[config.mk]
export PLATFORM = sky130hd
export DESIGN_NAME = idle_pd_ctrl
export DESIGN_NICKNAME = d
export VERILOG_FILES = /design/src/rtl/ipd_pkg.sv /design/src/rtl/ipd_sync2.sv /design/src/rtl/ipd_activity.sv /design/src/rtl/ipd_timer.sv /design/src/rtl/idle_pd_ctrl.sv
export SDC_FILE = /design/constraint.sdc
export NUM_CORES = 1
export LEC_CHECK = 0
export CAP_MARGIN = 40
export CORE_ASPECT_RATIO = 0.8
export CORE_UTILIZATION = 50
export CTS_CLUSTER_SIZE = 40
export DETAILED_ROUTE_END_ITERATION = 8
export DONT_BUFFER_PORTS = 1
export PLACE_DENSITY = 0.73
export SYNTH_ARGS = -nofsm -noshare
export SYNTH_HDL_FRONTEND = slang
export SYNTH_SLANG_ARGS = --single-unit
[constraint.sdc]
create_clock -name clk_osc -period 6.5 [get_ports clk_osc]
set_input_delay 0.65 -clock clk_osc [delete_from_list [all_inputs] [get_ports clk_osc]]
set_output_delay 0.65 -clock clk_osc [all_outputs]
set_load 0.05 [all_outputs]
[src/rtl/ipd_pkg.sv]
// Package: shared encodings and helpers for the idle-timer power-down block.
// Assumes the timeout exponent grows by two per select code.
package ipd_pkg;

    typedef enum logic [1:0] {
        PM_STANDBY = 2'b10,
        PM_AUTOPD  = 2'b11
    } pwr_mode_e;

    // Timeout length in cycles for a select code.
    function automatic int unsigned tmo_cycles(input int unsigned base_log2,
                                               input logic [1:0] sel);
        return 32'd1 << (base_log2 + 2 * int'(sel));
    endfunction

endpackage

[src/rtl/ipd_sync2.sv]
// Module: two-flop synchronizer, one lane per bit.
// Assumes the inputs are asynchronous to clk. Reset loads RST_VAL into both stages.
module ipd_sync2 #(
    parameter int          W       = 2,
    parameter logic        RST_VAL = 1'b1
) (
    input  logic         clk,
    input  logic         rst_n,
    input  logic [W-1:0] din,
    output logic [W-1:0] dout
);
    for (genvar i = 0; i < W; i++) begin : g_lane
        logic s1, s2;
        // Two-stage capture of one asynchronous bit.
        always_ff @(posedge clk) begin
            if (!rst_n) begin
                s1 <= RST_VAL;
                s2 <= RST_VAL;
            end else begin
                s1 <= din[i];
                s2 <= s1;
            end
        end
        assign dout[i] = s2;
    end
endmodule

[src/rtl/ipd_activity.sv]
// Module: activity qualifier. It flags a cycle as busy when any serial line is
// low, when any line changed since the last cycle, or when a register access
// strobe is present. Assumes the serial lines are already synchronized.
module ipd_activity #(
    parameter int NLINES = 2
) (
    input  logic              clk,
    input  logic              rst_n,
    input  logic [NLINES-1:0] line_sync,
    input  logic              reg_acc,
    output logic              busy
);
    logic [NLINES-1:0] line_prev;

    // Remember the previous synchronized level for change detection.
    always_ff @(posedge clk) begin
        if (!rst_n) line_prev <= '1;
        else        line_prev <= line_sync;
    end

    // Combine level, change and access conditions.
    always_comb begin
        busy = reg_acc;
        for (int i = 0; i < NLINES; i++) begin
            if (!line_sync[i] || (line_sync[i] != line_prev[i])) busy = 1'b1;
        end
    end
endmodule

[src/rtl/ipd_timer.sv]
// Module: idle countdown. It counts quiet cycles up to the selected limit and
// raises expire in the cycle that completes the count. It holds while powered
// down and clears on any busy cycle. Assumes busy is synchronous to clk.
module ipd_timer
    import ipd_pkg::*;
#(
    parameter int BASE_LOG2 = 12
) (
    input  logic       clk,
    input  logic       rst_n,
    input  logic       busy,
    input  logic       in_pd,
    input  logic [1:0] tmo_sel,
    output logic       expire
);
    localparam int MAX_LOG2 = BASE_LOG2 + 6;
    localparam int CW       = MAX_LOG2 + 1;

    logic [CW-1:0] cnt;
    logic [CW-1:0] last;

    // Terminal count for the selected timeout.
    always_comb begin
        last = CW'(tmo_cycles(BASE_LOG2, tmo_sel) - 1);
    end

    // Expiry fires on the final quiet cycle, only outside power-down.
    always_comb begin
        expire = !busy && !in_pd && (cnt >= last);
    end

    // Quiet-cycle counter: cleared by activity, saturating at the limit.
    always_ff @(posedge clk) begin
        if (!rst_n || busy)              cnt <= '0;
        else if (!in_pd && cnt < last)   cnt <= cnt + 1'b1;
    end
endmodule

[src/rtl/idle_pd_ctrl.sv]
// Module: top of the idle-timer automatic power-down controller. It
// synchronizes the serial lines, qualifies activity, runs the countdown and
// keeps the power-mode register that drives the clock enable.
// Assumes clk_osc never stops and reg_acc is synchronous to it.
module idle_pd_ctrl
    import ipd_pkg::*;
#(
    parameter int BASE_LOG2 = 12
) (
    input  logic       clk_osc,
    input  logic       rst_n,
    input  logic       ser_rx_a,
    input  logic       ser_rx_b,
    input  logic       reg_acc,
    input  logic [1:0] tmo_sel,
    output logic [1:0] pwr_mode,
    output logic       clk_en
);
    localparam int NLINES = 2;

    logic [NLINES-1:0] line_sync;
    logic              busy;
    logic              expire;
    pwr_mode_e         mode_q;

    ipd_sync2 #(.W(NLINES), .RST_VAL(1'b1)) u_sync (
        .clk  (clk_osc),
        .rst_n(rst_n),
        .din  ({ser_rx_b, ser_rx_a}),
        .dout (line_sync)
    );

    ipd_activity #(.NLINES(NLINES)) u_act (
        .clk      (clk_osc),
        .rst_n    (rst_n),
        .line_sync(line_sync),
        .reg_acc  (reg_acc),
        .busy     (busy)
    );

    ipd_timer #(.BASE_LOG2(BASE_LOG2)) u_tmr (
        .clk    (clk_osc),
        .rst_n  (rst_n),
        .busy   (busy),
        .in_pd  (mode_q == PM_AUTOPD),
        .tmo_sel(tmo_sel),
        .expire (expire)
    );

    // Mode register: activity forces standby, expiry enters power-down.
    always_ff @(posedge clk_osc) begin
        if (!rst_n)      mode_q <= PM_STANDBY;
        else if (busy)   mode_q <= PM_STANDBY;
        else if (expire) mode_q <= PM_AUTOPD;
    end

    assign pwr_mode = mode_q;
    assign clk_en   = (mode_q != PM_AUTOPD);
endmodule

# Word-level counts from Yosys, hierarchy flattened
# Cells that the tools add are included.
# classes
magnitude_cmp	2
n_mux	2
reduce_logical	12
shifts	1
eq_ne	2
bitwise	2
add_sub_neg	3
# op_table
cell	n
1-bit by 32-bit << shifter with 19-bit output (first input constant)	1
19-bit by 1-bit adder with 19-bit output (second input constant)	1
19-bit greater-or-equal comparator	1
19-bit less-than comparator	1
19-bit by 1-bit subtractor with 19-bit output (second input constant)	1
4-bit by 3-bit adder with 5-bit output (first input constant)	1
1-bit zero test	5
1-bit logical AND	3
1-bit logical OR	3
1-bit 2-to-1 mux	2
1-bit != test	2
1-bit inverter	2
2-bit OR reduction	1
# word_totals
elab_cells	31
reg_bits	26
inputBits	7
out_inout_bits	3

# Longest topological paths before layout
# depth
depth_word	7
mapped_depth	9
depth_no_buf	7

# By module
# Synthesis repeated with hierarchy kept, for this count alone.
# unflattened
hier_cells	177
area_unflattened_um2	1561.5
# modules_own_cells
mod	seq_area_each_um2	n_inst	cells_per_inst	area_per_inst_um2
ipd_timer	380.4	1	155	1325.0
ipd_sync2	80.1	1	10	120.1
ipd_activity	40.0	1	6	65.1
idle_pd_ctrl	20.0	1	6	51.3

# Worst setup path before layout
# Ideal clock, no wire load.
# synth_timing
path_type	input to register
start	input port tmo_sel[1]
end	register u_tmr.cnt[5]
stages	8
n_path_buf	1
setup_ps	70
setup_slack_ps	3987
t_arrival_ps	2443
required_ps	6430
path_cell_list	nand2_1 ha_1 a21o_1 a2111oi_4 o211ai_1 buf_6 or4_1 a21oi_1
# synth_via
elab_chain_cells	5
# synth_rtl
item	line_no	rtl
start: declaration	idle_pd_ctrl.sv:15	input logic [1:0] tmo_sel,
4-bit by 3-bit adder with 5-bit output	ipd_pkg.sv:13	return 32'd1 << (base_log2 + 2 * int'(sel));
1-bit by 32-bit << shifter with 19-bit output	ipd_pkg.sv:13	
19-bit by 1-bit subtractor with 19-bit output	ipd_timer.sv:24	last = CW'(tmo_cycles(BASE_LOG2, tmo_sel) - 1);
19-bit less-than comparator	ipd_timer.sv:35	else if (!in_pd && cnt < last) cnt <= cnt + 1'b1;
1-bit logical AND	ipd_timer.sv:35	
end signal: assignment	ipd_timer.sv:35	
end: declaration	ipd_timer.sv:19	logic [CW-1:0] cnt;
# No other way between the ends.
# A chain may end at the register's enable or synchronous reset.

# Worst setup path after layout
# layout_timing
start	register u_tmr.cnt[16]
end	register u_tmr.cnt[4]
# layout_via
elab_chain_cells	2
# layout_rtl
item	line_no
19-bit less-than comparator	ipd_timer.sv:35
1-bit logical AND	ipd_timer.sv:35
# No other way between the ends.

==> impl_metrics.json <==
{
  "status": "complete, no violations",
  "ys_types": 38,
  "cts-root-buf": "clkbuf_8",
  "grt_max_degree": 23,
  "hold_end": "u_sync.g_lane[0].s2$_SDFF_PN1_",
  "endpoint_kind": "flip-flop",
  "numCtsBuffers": 3,
  "hold_path.class": "reg -> reg",
  "grt_pass1_wl_um": 5620,
  "finalCritPeriodShare_pct": 40.1,
  "cts_hold_buf": 0,
  "final.setup_skew_ns": 0.0137,
  "grt_pass1_vias": 1200,
  "synthCells": 178,
  "seqPwrFrac_pct": 51.8,
  "dp_hpwl_um": 2380,
  "synthesis.area_um2": 1560,
  "yosysTopAreaCellShare_pct": 33.4,
  "worst-setup-path-type": "reg -> reg",
  "portBuffers": 0,
  "r2r-end": "u_tmr.cnt[4]$_SDFFE_PP0P_",
  "rsz0062_at_grt": "false",
  "ys_ff_latch": 26,
  "setup_slack_ns": 3.89,
  "r2r_cells": 6,
  "power_density_nw_per_um2": 190,
  "yosys_warnings": 0,
  "initial_core_util_pct": 54.7,
  "timing.final.crit_period_ns": 2.61,
  "slew_violations": 0,
  "drt_iter0_markers": 94,
  "insertion_delay_ns": 0.29,
  "synth_flop_cell": "dfxtp_1",
  "startpoint": "u_tmr.cnt[16]$_SDFFE_PP0P_",
  "synthTopCellsByArea": "dfxtp_1, ha_1, a21oi_1",
  "clk_pin_slew_ns": 0.10,
  "seqCellArea_um2": 520,
  "core_um2": 2850,
  "finalWirelength_um": 3270,
  "worstPathArrival_ns": 2.82,
  "switchingPower_uw": 65.0,
  "die_w_um": 64.4,
  "cts.sinks": 26,
  "io_pins": 10,
  "nFillCells": 266,
  "cts_htree_levels": 1,
  "p_comb_share_pct": 4.0,
  "fmax_mhz": 383,
  "vias": 1364,
  "cp-start-kind": "flip-flop",
  "worstMarginPinSlew_ns": 0.794,
  "drv_cap": 0,
  "path_cells": "ha_1 -> a21o_1 -> a2111oi_4 -> o211ai_2 -> or4_1 -> a21oi_1",
  "worstReg2RegStart": "u_tmr.cnt[16]$_SDFFE_PP0P_",
  "yosysTopAreaCell": "dfxtp_1",
  "wire_per_inst_um": 15.1,
  "setup_viol": 0,
  "final_layout_size_suffix_gt1_share_pct": 7.30,
  "grt_overflow": 0,
  "viasPerCell": 6.31,
  "final.setup.tns_ns": 0,
  "drc_errors": 0,
  "cp.required_ns": 6.71,
  "cp_max_fo": 22,
  "power.share.clock_pct": 44.2,
  "grt_use_total_pct": 22.6,
  "die_y_um": 51.9,
  "fin_hold_ws_ns": 0.397,
  "total_leakage_power_nw": 0.605,
  "synth.most_common_cell": "dfxtp_1",
  "switching_share_pct": 20.7,
  "post-cts-setup-buffers": 0,
  "diodes": 0,
  "multi_input_area_um2": 976,
  "max_stage_delay_ns": 0.59,
  "synth_edf_count": 0,
  "post-place-ws_ns": 3.66,
  "cp_slowest_cell": "or4_1",
  "synthTopCellsByCount": "dfxtp_1, a21oi_1, ha_1, o31ai_1, or4_1",
  "ys_seq_area_share_pct": 33.4,
  "rows": 17,
  "worstHoldStart": "u_sync.g_lane[0].s1$_SDFF_PN1_",
  "gp_congestion": 0.827,
  "antenna_found_initial": 0,
  "cts_buffer_depth": 2,
  "synth_area_per_cell_um2": 8.75,
  "die_area_um2": 3340,
  "cts_resized": 0,
  "fin_nets": 200,
  "min_path_cells": 1,
  "async_reset_ff_share_pct": 0,
  "antenna_left": 0,
  "cts_tree": "yes",
  "dr.pass1.iters": 4,
  "irDropWorstVdd_uv": 143,
  "p_int_uw": 248,
  "ff2ff_setup_slack_ns": 3.89,
  "finalHoldViolCount": 0,
  "relSlewSlack_pct": 46.9,
  "area_growth_syn_to_layout_pct": 5.62
}
worst max-delay path, delay by kind of cell, from the launching register on:
family	cells	cell delay [ns]
AO/OA/AOI/OAI	4	1.19
flip-flops	1	0.44
AND/OR/NAND/NOR	1	0.59
adder cells (fa/ha/maj)	1	0.30
power by group through the flow:
stage | combinational [mW] | sequential (mW) | clock [mW]
3_3_place_gp | 0.0117 | 0.166 | 0
3_5_place_dp | 0.0125 | 0.166 | 0
5_1_grt | 0.0145 | 0.163 | 0.146
2_1_floorplan | 0.0110 | 0.166 | 0
4_1_cts | 0.0126 | 0.162 | 0.140
6_report | 0.0127 | 0.162 | 0.138
worst max-delay path by stage:
| stage | end | slack [ns] | depth (start not counted) |
|---|---|---|---|
| 3_3_place_gp | u_tmr.cnt[17]$_SDFFE_PP0P_ | 3.68 | 7 |
| 5_1_grt | u_tmr.cnt[16]$_SDFFE_PP0P_ | 3.77 | 6 |
| 3_5_place_dp | u_tmr.cnt[4]$_SDFFE_PP0P_ | 3.66 | 7 |
| 4_1_cts | u_tmr.cnt[4]$_SDFFE_PP0P_ | 3.90 | 6 |
| 2_1_floorplan | u_tmr.cnt[5]$_SDFFE_PP0P_ | 3.99 | 8 |
| 6_report | u_tmr.cnt[4]$_SDFFE_PP0P_ | 3.89 | 6 |
final cells by class:
cell class	instances	share of cell area (%)
multi-input combinational	142	59.3
sequential	26	31.6
tap	38	2.89
clock buffer	3	2.51
clock inverter	1	1.83
timing repair buffer	2	0.913
inverter	4	0.913
registers in the layout (all words and copies together) (netlist names):
name              cells
u_tmr.cnt            19
pwr_mode              1
u_act.line_prev       2
u_sync.g_lane.s2      2
u_sync.g_lane.s1      2
placed cells by master, fill, tap and decap left out, types with 3 or more instances in the layout:
master	synthesis	routed
a21oi_1	21	21
and3_1	3	3
clkbuf_8	0	3
conb_1	2	7
dfxtp_1	26	26
ha_1	14	14
inv_1	4	4
nand2_1	13	13
nand2b_1	6	6
nand3_1	4	4
nand4_1	7	7
nand4b_1	3	3
nor2_1	6	6
o21ai_0	3	3
o31ai_1	14	14
or3_1	6	6
or4_1	14	14
metal layers:
layer,up-vias,global-route usage (%),wire length [um]
met2,35,38.9,1580
met4,0,9.26,53
met3,5,5.48,155
li1,672,-,-
met1,652,27.2,1480
met5,-,0,0
logic make-up (layout without fill, tap and decap cells):
kind of cell,after synthesis,in the layout,share of synthesized area (%)
simple gates,72,72,28.1
compound gates,48,48,21.0
flops,26,26,33.4
buf+inv,15,10,5.14
fa+ha+maj,14,14,11.2
other cells,2,7,0.482
mux,1,1,0.643
through the flow:
step                utilization (%)  area, um2  std cells  power [mW]
global route                   57.7       1650        216       0.323
CTS                            57.7       1650        216       0.315
detailed placement             55.2       1570        212       0.178
global placement               54.7       1560        210       0.177
floorplan                         -       1580        183       0.177
finish                         57.7       1650        216       0.313
Power figures use the tool's default switching activity.
